**src/rtl/tmr_pkg.sv**
```systemverilog
package tmr_pkg;
  typedef enum logic {
    IRQ_LEVEL = 1'b0,
    IRQ_PULSE = 1'b1
  } irq_mode_e;
endpackage

```
**src/rtl/tmr_arm.sv**
```systemverilog
module tmr_arm (
  input  logic clk,
  input  logic rst_n,
  input  logic en,
  input  logic start,
  input  logic tick_64,
  output logic armed
);
  always_ff @(posedge clk) begin
    if (!rst_n)              armed <= 1'b0;
    else if (!en || start)   armed <= 1'b0;
    else if (tick_64)        armed <= 1'b1;
  end


  disarm_when_off_chk: assert property (@(posedge clk) disable iff (!rst_n)
    !en |=> !armed);
endmodule

```
**src/rtl/tmr_count.sv**
```systemverilog
module tmr_count #(
  parameter int CW = 8
) (
  input  logic          clk,
  input  logic          rst_n,
  input  logic          start,
  input  logic          dec,
  input  logic [CW-1:0] n_reg,
  output logic          term
);
  logic [CW-1:0] cnt;

  function automatic logic hits_end(input logic [CW-1:0] c);
    return c == CW'(1);
  endfunction

  function automatic logic [CW-1:0] next_count(input logic [CW-1:0] c,
                                               input logic [CW-1:0] n);
    if (c <= CW'(1)) return n;
    return c - CW'(1);
  endfunction

  assign term = dec && hits_end(cnt);

  always_ff @(posedge clk) begin
    if (!rst_n)     cnt <= '0;
    else if (start) cnt <= n_reg;
    else if (dec)   cnt <= next_count(cnt, n_reg);
  end


  reload_chk: assert property (@(posedge clk) disable iff (!rst_n)
    term |=> cnt == $past(n_reg));

  step_down_chk: assert property (@(posedge clk) disable iff (!rst_n)
    (dec && cnt > CW'(1)) |=> cnt == $past(cnt) - CW'(1));
endmodule

```
**src/rtl/tmr_irq.sv**
```systemverilog
module tmr_irq
  import tmr_pkg::*;
(
  input  logic      clk,
  input  logic      rst_n,
  input  logic      term,
  input  logic      flag_clr,
  input  logic      tick_64,
  input  logic      ie,
  input  irq_mode_e mode,
  output logic      flag,
  output logic      irq
);
  logic pulse;

  always_ff @(posedge clk) begin
    if (!rst_n)        flag <= 1'b0;
    else if (term)     flag <= 1'b1;
    else if (flag_clr) flag <= 1'b0;
  end

  always_ff @(posedge clk) begin
    if (!rst_n)       pulse <= 1'b0;
    else if (term)    pulse <= 1'b1;
    else if (tick_64) pulse <= 1'b0;
  end

  assign irq = ie && ((mode == IRQ_PULSE) ? pulse : flag);


  sticky_flag_chk: assert property (@(posedge clk) disable iff (!rst_n)
    (flag && !flag_clr) |=> flag);

  term_sets_flag_chk: assert property (@(posedge clk) disable iff (!rst_n)
    term |=> flag);
endmodule

```
**src/rtl/tmr_countdown.sv**
```systemverilog
module tmr_countdown
  import tmr_pkg::*;
#(
  parameter int CW   = 8,
  parameter int NSRC = 4,
  localparam int SELW = (NSRC > 1) ? $clog2(NSRC) : 1
) (
  input  logic            clk,
  input  logic            rst_n,
  input  logic            tick_64,
  input  logic [NSRC-1:0] src_tick,
  input  logic            cfg_wr,
  input  logic            cfg_en,
  input  logic            cfg_ie,
  input  logic            cfg_mode,
  input  logic [SELW-1:0] cfg_sel,
  input  logic            n_wr,
  input  logic [CW-1:0]   n_val,
  input  logic            flag_clr,
  output logic            flag,
  output logic            irq
);
  logic            en_q, ie_q;
  irq_mode_e       mode_q;
  logic [SELW-1:0] sel_q;
  logic [CW-1:0]   n_reg;
  logic            start, armed, src_hit, dec, term;

  always_ff @(posedge clk) begin
    if (!rst_n) begin
      en_q   <= 1'b0;
      ie_q   <= 1'b0;
      mode_q <= IRQ_LEVEL;
      sel_q  <= '0;
    end else if (cfg_wr) begin
      en_q   <= cfg_en;
      ie_q   <= cfg_ie;
      mode_q <= irq_mode_e'(cfg_mode);
      sel_q  <= cfg_sel;
    end
  end

  always_ff @(posedge clk) begin
    if (!rst_n)    n_reg <= '0;
    else if (n_wr) n_reg <= n_val;
  end

  assign start = cfg_wr && cfg_en && !en_q;

  always_comb begin
    src_hit = 1'b0;
    for (int i = 0; i < NSRC; i++)
      if (sel_q == SELW'(i)) src_hit = src_tick[i];
  end

  assign dec = en_q && armed && src_hit;

  tmr_arm u_arm (
    .clk(clk), .rst_n(rst_n), .en(en_q), .start(start),
    .tick_64(tick_64), .armed(armed)
  );

  tmr_count #(.CW(CW)) u_count (
    .clk(clk), .rst_n(rst_n), .start(start), .dec(dec),
    .n_reg(n_reg), .term(term)
  );

  tmr_irq u_irq (
    .clk(clk), .rst_n(rst_n), .term(term), .flag_clr(flag_clr),
    .tick_64(tick_64), .ie(ie_q), .mode(mode_q), .flag(flag), .irq(irq)
  );


  no_count_unarmed_chk: assert property (@(posedge clk) disable iff (!rst_n)
    !armed |-> !term);
endmodule

```
**config.mk**
```make
export PLATFORM = sky130hd
export DESIGN_NAME = tmr_countdown
export DESIGN_NICKNAME = d
export VERILOG_FILES = /design/src/rtl/tmr_pkg.sv /design/src/rtl/tmr_arm.sv /design/src/rtl/tmr_count.sv /design/src/rtl/tmr_irq.sv /design/src/rtl/tmr_countdown.sv
export SDC_FILE = /design/constraint.sdc
export NUM_CORES = 1
export LEC_CHECK = 0
export ABC_AREA = 1
export BUFFER_PORTS_ARGS = -buffer_cell sky130_fd_sc_hd__buf_2
export CORE_MARGIN = 2
export CORE_UTILIZATION = 57
export CTS_CLUSTER_SIZE = 20
export DETAILED_ROUTE_END_ITERATION = 8
export GPL_TIMING_DRIVEN = 0
export PLACE_DENSITY = 0.8
export SYNTH_ARGS = -nofsm -noshare
export SYNTH_HDL_FRONTEND = slang
export SYNTH_SLANG_ARGS = --single-unit
export TNS_END_PERCENT = 10
```
**constraint.sdc**
```tcl
create_clock -name clk -period 4.3 [get_ports clk]
set_input_delay 0 -clock clk [delete_from_list [all_inputs] [get_ports clk]]
set_output_delay 0 -clock clk [all_outputs]
set_load 0.02 [all_outputs]
```
Yosys cells after proc, flatten, opt, wreduce, memory -nomap -nowiden
Cells that the tools add are included.
W data, S select, Z words.
{"block": "totals", "register_bits": 24, "inputBits": 23, "out_inout_bits": 2, "wordCells": 46}
{"block": "op_classes", "add_sub_neg": 1, "order_cmp": 1, "n_eq_ne": 4, "muxes": 17, "n_bitwise": 1, "n_reduce_logical": 13}
{"op": "$mux W8", "n": 4}
{"op": "$mux W1", "n": 13}
{"op": "$eq A8 B1 Y1 const B", "n": 1}
{"op": "$le A8 B1 Y1 const B", "n": 1}
{"op": "$sub A8 B1 Y8 const B", "n": 1}
{"op": "$logic_and A1 B1 Y1", "n": 6}
{"op": "$reduce_bool A2 Y1", "n": 3}
{"op": "$eq A2 B2 Y1 const B", "n": 2}
{"op": "$eq A2 B1 Y1 const B", "n": 1}
{"op": "$logic_not A2 Y1", "n": 1}
{"op": "$reduce_or A2 Y1", "n": 1}
{"op": "$logic_not A1 Y1", "n": 1}
{"op": "$logic_or A1 B1 Y1", "n": 1}
{"op": "$not A1 Y1", "n": 1}

Depth between registers and ports, before layout
Gate-level depths: netlist of the first run.
{"block": "logic_depth", "ltp_word": 12, "depth_mapped": 9, "depth_no_buf": 9}

Cells and area by module
Synthesis of the first run repeated with hierarchy kept, for this count alone.
{"block": "hier_totals", "hier_cells": 188, "hier_area_um2": 1239.9}
{"mod": "tmr_count", "instances": 1, "cells_each": 101, "area_each_um2": 613.1, "seq_area_each_um2": 160.2}
{"mod": "tmr_countdown", "instances": 1, "cells_each": 68, "area_each_um2": 494.2, "seq_area_each_um2": 260.2}
{"mod": "tmr_irq", "instances": 1, "cells_each": 14, "area_each_um2": 96.3, "seq_area_each_um2": 40.0}
{"mod": "tmr_arm", "instances": 1, "cells_each": 5, "area_each_um2": 36.3, "seq_area_each_um2": 20.0}

Worst setup path before layout of the first run
Ideal clock, no wire load.
{"block": "synth_path", "kind": "register to register", "startpoint": "reg u_count.cnt[0]", "endpoint": "reg u_count.cnt[3]", "setup_time_ps": 115, "arrival_ps": 1267, "required_ps": 4185, "setup_slack_ps": 2918, "stages_incl_launch_ff": 9, "n_path_buf": 0, "period_less_slack_ps": 1382, "path_cell_list": "dfxtp_1 inv_1 ha_1 o21ai_2 nor2_2 nor2_2 nor2_1 nor2_1 nor2_1"}
{"block": "synth_between", "elab_chain_len": 8, "elab_cells_between_ends": 9, "cone_classes": "1 x add/sub; 1 x order compare; 7 x mux"}
{"item": "start: declaration", "line": "tmr_count.sv:11", "rtl": "logic [CW-1:0] cnt;"}
{"item": "start signal: assignment", "line": "tmr_count.sv:27", "rtl": "else if (start) cnt <= n_reg;"}
{"item": "start signal: assignment", "line": "tmr_count.sv:28", "rtl": "else if (dec) cnt <= next_count(cnt, n_reg);"}
{"item": "$le A8 B1 Y1", "line": "tmr_count.sv:19", "rtl": "if (c <= CW'(1)) return n;"}
{"item": "$mux W1", "line": "tmr_count.sv:19"}
{"item": "$mux W1", "line": "tmr_count.sv:28"}
{"item": "$mux W1", "line": "tmr_count.sv:27"}
{"item": "$mux W1", "line": "tmr_count.sv:26", "rtl": "if (!rst_n) cnt <= '0;"}
{"item": "$mux W8 *", "line": "tmr_count.sv:20", "rtl": "return c - CW'(1);"}
{"item": "$mux W8 *", "line": "tmr_count.sv:28"}
{"item": "$mux W8 *", "line": "tmr_count.sv:27"}
Mark *: on every way between the ends. The rest lies on a longest branch, timed or not. The select of a mux whose other input is x is not followed.
A chain may end at the register's enable or synchronous reset.

Worst setup path after layout of the first run
{"block": "layout_path", "startpoint": "reg u_count.cnt[5]", "endpoint": "reg u_irq.flag"}
{"block": "layout_between", "elab_chain_len": 3, "elab_cells_between_ends": 4, "cone_classes": "1 x eq/ne; 1 x mux; 2 x reduce/logical"}
{"item": "$eq A8 B1 Y1 *", "line": "tmr_count.sv:14", "rtl": "return c == CW'(1);"}
{"item": "$logic_and A1 B1 Y1 *", "line": "tmr_count.sv:23", "rtl": "assign term = dec && hits_end(cnt);"}
{"item": "$mux W1 or $reduce_bool A2 Y1 (tied branches)"}
{"item": "end signal: assignment", "line": "tmr_irq.sv:17", "rtl": "if (!rst_n) flag <= 1'b0;"}
{"item": "end signal: assignment", "line": "tmr_irq.sv:18", "rtl": "else if (term) flag <= 1'b1;"}
{"item": "end signal: assignment", "line": "tmr_irq.sv:19", "rtl": "else if (flag_clr) flag <= 1'b0;"}
{"item": "end: declaration", "line": "tmr_irq.sv:11", "rtl": "output logic flag,"}
Mark *: on every way between the ends. The rest lies on a longest branch, timed or not.

==> results.md, run 1 <==
* Post-DR wirelength/cell at 12.7 um
* Psw at 0.170 mW
* Share of cells above drive strength 1 at 0.180
* Layout area overhead at 35.6%
* Fin crit share at 0.420
* Power Internal at 0.393 mW
* Worst setup margin at 2.50 ns
* Starting Density at 0.613
* Layout Nets at 254
* PwrDens at 338 mW/mm^2
* Root Buffer: clkbuf_4
* Min Hold Slack at 0.00470 ns
* ANT nets after route at 0
* Num CTS Buffers at 3
* # H-tree levels at 1
* Vias/cell at 5.07
* LEAKAGE at 0.779 nW
* Io pins at 25
* Synth warn at 0
* Latest clock arrival within the worst-skew pair at 0.34 ns
* Seq pwr share at 0.443
* Unrepaired setup endpoints after global routing: no
* Synth Register Bits at 24
* Worst EP required at 4.60 ns
* CTS clk-pin slew, worst paths at 0.15 ns
* Post-synth cell types at 27
* First-pass GRT wire length at 5400 um
* Chip width at 50.4 um
* Seq/Total Area, Yosys at 0.391
* CTS tree: yes
* Final Hold Viols at 0
* Critical path origin: u_count.cnt[5]$_SDFFE_PN0P_
* Detail Placement HPWL at 1890 um
* Register area at 480 sq um
* Drt pass-1 iters at 4
* Reg2reg path depth at 7
* Final setup violation count at 0
* Clock share of power at 0.306
* Max-slew violations at 0
* # clock sinks at 24
* Placed Instances at 228
* Setup crit start kind: register
* Hold Crit Class: in2reg
* Pre-CTS setup slack at 2.74 ns
* Critical Path End Type: register
* Diode count at 0
* Vias in the first global route at 1212
* Area of the multi-input gates at 664 sq um
* FF-to-FF Start: u_count.cnt[5]$_SDFFE_PN0P_
* Switching share of power at 0.302
* Setup TNS at 0 ns
* CP Class: reg2reg
* Largest net degree at the start of global routing at 15
* Initial antenna violation count at 0
* Status: complete, no violations
* Core area at 0.00200 sq mm
* DR vias at 1294
* Fin cells at 255
* CP max FO at 5
* Crit path arrival time at 2.11 ns
* Least-Margin Pin Slew at 0.399 ns
* Reg2reg end: u_irq.flag$_SDFFE_PN0P_
* Worst VDD drop at 0.271 mV
* Post-CTS Resized at 0
* Die Area at 0.00254 sq mm
* Clk buf depth at 2
* Final Skew at 0.0163 ns
* Total routed wirelength at 3240 um
* Synthesized net count at 202
* Mapped Avg Cell Area at 6.93 sq um
* Post-route DRC at 0
* IO Port Bufs at 24
* Grt ovf at 0
* Hold path depth at 3
* Critical Path Sink: u_irq.flag$_SDFFE_PN0P_
* Final Wtd Congestion at 0.911
* Fin crit period at 1.80 ns
* Peak Freq at 554 MHz
* Starting DRC count in detailed routing at 45
* GRT Overall Usage at 0.285
* Slew Limit Headroom at 0.734
* HP Start: n_wr
* Synthesized cell area at 0.00123 sq mm
* Row Count at 16
* Fill count at 135
* Reg2Reg Setup Slack at 2.50 ns
* Post-Synthesis Cells at 177
* Part of the power in combinational logic at 0.251
* Die height at 50.4 um
* Max-Cap Viols at 0
==> per-layer routing <==
layer / share of wire / track usage
met4: 0.016 / 0.0991
met3: 0.033 / 0.0417
met2: 0.50 / 0.493
met1: 0.45 / 0.360
met5: 0 / 0
==> how the worst min path moves through the flow <==
stage                                to  slack [ns]
2_1_floorplan         en_q$_SDFFE_PN0P_        0.11
4_1_cts           n_reg[5]$_SDFFE_PN0P_        0.01
3_3_place_gp   u_arm.armed$_SDFFE_PP0P_        0.22
3_5_place_dp      n_reg[0]$_SDFFE_PN0P_        0.23
5_1_grt           n_reg[6]$_SDFFE_PN0P_        0.05
6_report          n_reg[1]$_SDFFE_PN0P_       0.005
==> layout make-up <==
class                           count  area share
Clock buffer                        3      0.0135
Inverter                           17      0.0383
Multi-Input combinational cell    133       0.399
Sequential cell                    24       0.289
Buffer                              3      0.0113
Clock inverter                      1      0.0180
Timing Repair Buffer               47       0.211
Tap cell                           27      0.0203
==> Yosys cell counts <==
library cell  count  area [sq um]
nand2_2           2          12.5
nand3_1           4          20.0
dfxtp_1          24           480
o21bai_4          1          18.8
clkbuf_1          2          7.51
a21oi_1           7          35.0
or2_1             1          6.26
inv_2             1          3.75
nor2_4            2          22.5
nor3b_1           1          7.51
o21ai_0          14          70.1
nor2_1           46           173
ha_1              2          25.0
nand2_4           1          11.3
nand4_1           2          12.5
o21ai_2           1          8.76
or2_2             1          6.26
buf_6             1          11.3
o21bai_1          2          15.0
inv_1            15          56.3
o22ai_1           1          6.26
nand2_1          32           120
clkinv_1          1          3.75
nor2_2            2          12.5
nand3b_4          1          20.0
o21ai_1           7          35.0
xor2_1            3          26.3
==> power by group through the flow <==
stage	sequential (mW)	clock, mW	combinational, mW
after detailed placement	0.253	0	0.119
after CTS	0.249	0.169	0.137
after global placement	0.253	0	0.114
final	0.249	0.173	0.141
after global routing	0.251	0.179	0.158
after floorplan	0.251	0	0.0911
==> what timing repair did <==
item,CTS,global route
hold buffers,23,0
hold endpoints to repair,16,0
setup buffers,0,0
==> worst max-delay path: stages (launching register included) <==
cell and delay, ns:
dfxtp_1 0.39, nor2_1 0.16, nand2_2 0.12, inv_1 0.07, nand3_1 0.06, or2_1 0.27
a21oi_1 0.15, dlygate4sd3_1 0.56
==> logic make-up (layout without fill, tap and decap cells) <==
logic type / count (synthesis) / count (layout) / synth area share
compound gates: 33 / 33 / 0.154
buf+inv: 20 / 71 / 0.0673
flops: 24 / 24 / 0.391
xor+xnor: 3 / 3 / 0.0214
simple gates: 95 / 95 / 0.346
fa+ha+maj: 2 / 2 / 0.0204
==> cells in the final DEF, fill, tap and decap left out <==
| cell | netlist | final |
|---|---|---|
| nand2_2 | 2 | 2 |
| o21ai_2 | 1 | 1 |
| inv_2 | 1 | 1 |
| clkinv_1 | 1 | 1 |
| nand2_1 | 32 | 32 |
| ha_1 | 2 | 2 |
| xor2_1 | 3 | 3 |
| inv_1 | 15 | 15 |
| or2_1 | 1 | 1 |
| nor2_4 | 2 | 2 |
| o21ai_0 | 14 | 14 |
| bufinv_16 | 0 | 1 |
| buf_2 | 0 | 24 |
| buf_6 | 1 | 1 |
| clkbuf_4 | 0 | 3 |
| dlygate4sd3_1 | 0 | 23 |
| o21bai_1 | 2 | 2 |
| nand3b_4 | 1 | 1 |
| nand3_1 | 4 | 4 |
| a21oi_1 | 7 | 7 |
| nand2_4 | 1 | 1 |
| dfxtp_1 | 24 | 24 |
| o21ai_1 | 7 | 7 |
| nand4_1 | 2 | 2 |
| clkbuf_1 | 2 | 2 |
| or2_2 | 1 | 1 |
| nor2_2 | 2 | 2 |
| nor3b_1 | 1 | 1 |
| o21bai_4 | 1 | 1 |
| nor2_1 | 46 | 46 |
| o22ai_1 | 1 | 1 |
==> per-stage QoR <==
| step | area (sq um) | total power, mW | util |
|---|---|---|---|
| 5_1_grt | 1660 | 0.588 | 0.831 |
| 3_3_place_gp | 1380 | 0.367 | 0.690 |
| 2_1_floorplan | 1230 | 0.342 | - |
| 6_report | 1660 | 0.563 | 0.831 |
| 4_1_cts | 1660 | 0.555 | 0.831 |
| 3_5_place_dp | 1380 | 0.373 | 0.690 |
Power figures use the tool's default switching activity.
==> run 2, diff against run 1 <==
Settings changed: CORE_UTILIZATION 57 to 48, PLACE_DENSITY 0.8 to 0.72.
Clock period 4.3 ns to 1.62 ns, I/O delays scaled along.
==> results.md, run 2 (same netlist as run 1, synthesis figures left out) <==
* Vias/cell at 4.93 (-2.9%)
* Least-Margin Pin Slew at 0.395 ns (-0.00438 ns)
* Clock share of power at 0.238 (-0.068)
* Reg2Reg Setup Slack at 0.22 ns (-2.28 ns)
* Vias in the first global route at 1232 (+1.7%)
* Fill count at 224 (+66%)
* Setup TNS at 0 ns (unchanged)
* Final Hold Viols at 0 (unchanged)
* Switching share of power at 0.312 (+0.0101)
* Total routed wirelength at 2850 um (-12%)
* CTS clk-pin slew, worst paths at 0.14 ns (about the same)
* Tot Pwr at 1.35 mW (+140%)
* Area of the multi-input gates at 679 sq um (+2.3%)
* Worst VDD drop at 0.502 mV (+85%)
* Root Buffer: clkbuf_4
* Worst setup margin at 0.216 ns (-2.28 ns)
* Chip width at 54.6 um (+8.3%)
* Register area at 482 sq um (+0.26%)
* CP max FO at 10 (+5)
* Post-DR wirelength/cell at 11.3 um (-11%)
* Fin crit share at 0.866 (+0.447)
* Drt pass-1 iters at 4 (unchanged)
* LEAKAGE at 0.740 nW (-5.0%)
* Diode count at 0 (unchanged)
* Crit path arrival time at 1.67 ns (-0.44 ns)
* Unrepaired setup endpoints after global routing: no
* Worst EP required at 1.89 ns (-2.71 ns)
* Most common cell after layout, fill and taps aside: nor2_1
* Pre-CTS setup slack at 0.0241 ns (-2.71 ns)
* Min Hold Slack at 0.00452 ns (-0.000181 ns)
* Setup bufs post-CTS at 0 (unchanged)
* Detail Placement HPWL at 1980 um (+5.1%)
* Fin crit period at 1.40 ns (-0.400 ns)
* ANT nets after route at 0 (unchanged)
* Psw at 0.420 mW (+150%)
* # H-tree levels at 1 (unchanged)
* Commonest cells after routing, fill and taps aside: nor2_1, nand2_1, buf_2
* Io pins at 25 (unchanged)
* Initial antenna violation count at 0 (unchanged)
* Grt ovf at 0 (unchanged)
* Layout Nets at 248 (-2.4%)
* Share of cells above drive strength 1 at 0.194 (+0.0139)
* First-pass GRT wire length at 5050 um (-6.4%)
* Starting DRC count in detailed routing at 29 (-36%)
* Setup crit start kind: register
* Clk buf depth at 2 (unchanged)
* Post-route DRC at 0 (unchanged)
* Final Wtd Congestion at 0.892 (-2.1%)
* Part of the power in combinational logic at 0.271 (+0.020)
* # clock sinks at 24 (unchanged)
* Peak Freq at 712 MHz (+29%)
* Largest net degree at the start of global routing at 14 (-1)
* IO Port Bufs at 24 (unchanged)
* Row Count at 18 (+2)
* DR vias at 1242 (-4.0%)
* Seq pwr share at 0.491 (+0.048)
* Die height at 54.6 um (+8.3%)
* CTS tree: yes
* Final setup violation count at 0 (unchanged)
* Die Area at 0.00298 sq mm (+17%)
* Max-Cap Viols at 0 (unchanged)
* Max-slew violations at 0 (unchanged)
* Critical Path End Type: register
* Layout area overhead at 31.0%
* Final Skew at 0.00930 ns (-0.00696 ns)
* Num CTS Buffers at 3 (unchanged)
* PwrDens at 837 mW/mm^2 (+150%)
* Latest clock arrival within the worst-skew pair at 0.31 ns (-0.03 ns)
* Slew Limit Headroom at 0.737 (+0.00292)
* GRT Overall Usage at 0.236 (-0.0493)
* Hold Crit Class: in2reg
* Power Internal at 0.926 mW (+140%)
* Status: complete, no violations
* Core area at 0.00245 sq mm (+23%)
* CP Class: reg2reg
* Starting Density at 0.500 (-0.113)
[run 2: final timing paths]
| kind | start | end | cells after the start |
|---|---|---|---|
| worst max-delay path | u_count.cnt[0]$_SDFFE_PN0P_ | u_count.cnt[7]$_SDFFE_PN0P_ | 8 |
| worst min register to register | sel_q[1]$_SDFFE_PN0P_ | sel_q[1]$_SDFFE_PN0P_ | 2 |
| worst min-delay path | cfg_sel[0] | sel_q[0]$_SDFFE_PN0P_ | 3 |
| worst max register to register | u_count.cnt[0]$_SDFFE_PN0P_ | u_count.cnt[7]$_SDFFE_PN0P_ | 8 |
[run 2: routing by layer]
layer  track usage  wire length (um)  vias up  share of wire
met3        0.0355                99        4          0.035
li1              -                 -      650              -
met5             0                 0        -              0
met4        0.0667                33        0          0.012
met2         0.446              1420       29           0.50
met1         0.270              1300      559           0.45
[run 2: what timing repair did]
| item | in CTS | in global routing |
|---|---|---|
| endpoints found under the setup margin | 1 | 8 |
| resized for setup | 0 | 4 |
| hold buffers | 17 | 0 |
| pin swaps | 1 | 0 |
| gates cloned | 0 | 0 |
| hold endpoints to repair | 15 | 0 |
[run 2: through the flow]
| stage | instances | util | cell area, sq um |
|---|---|---|---|
| after floorplan | 177 | - | 1230 |
| after global placement | 231 | 0.564 | 1390 |
| after detailed placement | 231 | 0.564 | 1390 |
| after CTS | 252 | 0.648 | 1590 |
| after global routing | 252 | 0.655 | 1610 |
| final | 252 | 0.655 | 1610 |
[run 2: area by class of cell]
class | count | area share
repair buffers | 41 | 0.181
clock buffers | 4 | 0.0226
flip-flops and latches | 24 | 0.300
plain buffers | 3 | 0.0117
multi-input cells | 133 | 0.423
well taps | 30 | 0.0233
inverters | 17 | 0.0397
[run 2: power groups by stage]
stage	Combinational (mW)	Clock (mW)	Sequential, mW
after global routing	0.422	0.352	0.667
after CTS	0.351	0.324	0.660
after detailed placement	0.320	0	0.673
after global placement	0.306	0	0.671
final	0.365	0.320	0.661
after floorplan	0.242	0	0.665
[run 2: critical path, stage by stage (launching register included)]
cell and delay [ns]:
dfxtp_2 0.36, inv_1 0.10, ha_2 0.27, o21ai_4 0.08
o21bai_4 0.25, nand2_1 0.08, nand2_1 0.08, nor2_1 0.05
nor2_1 0.07
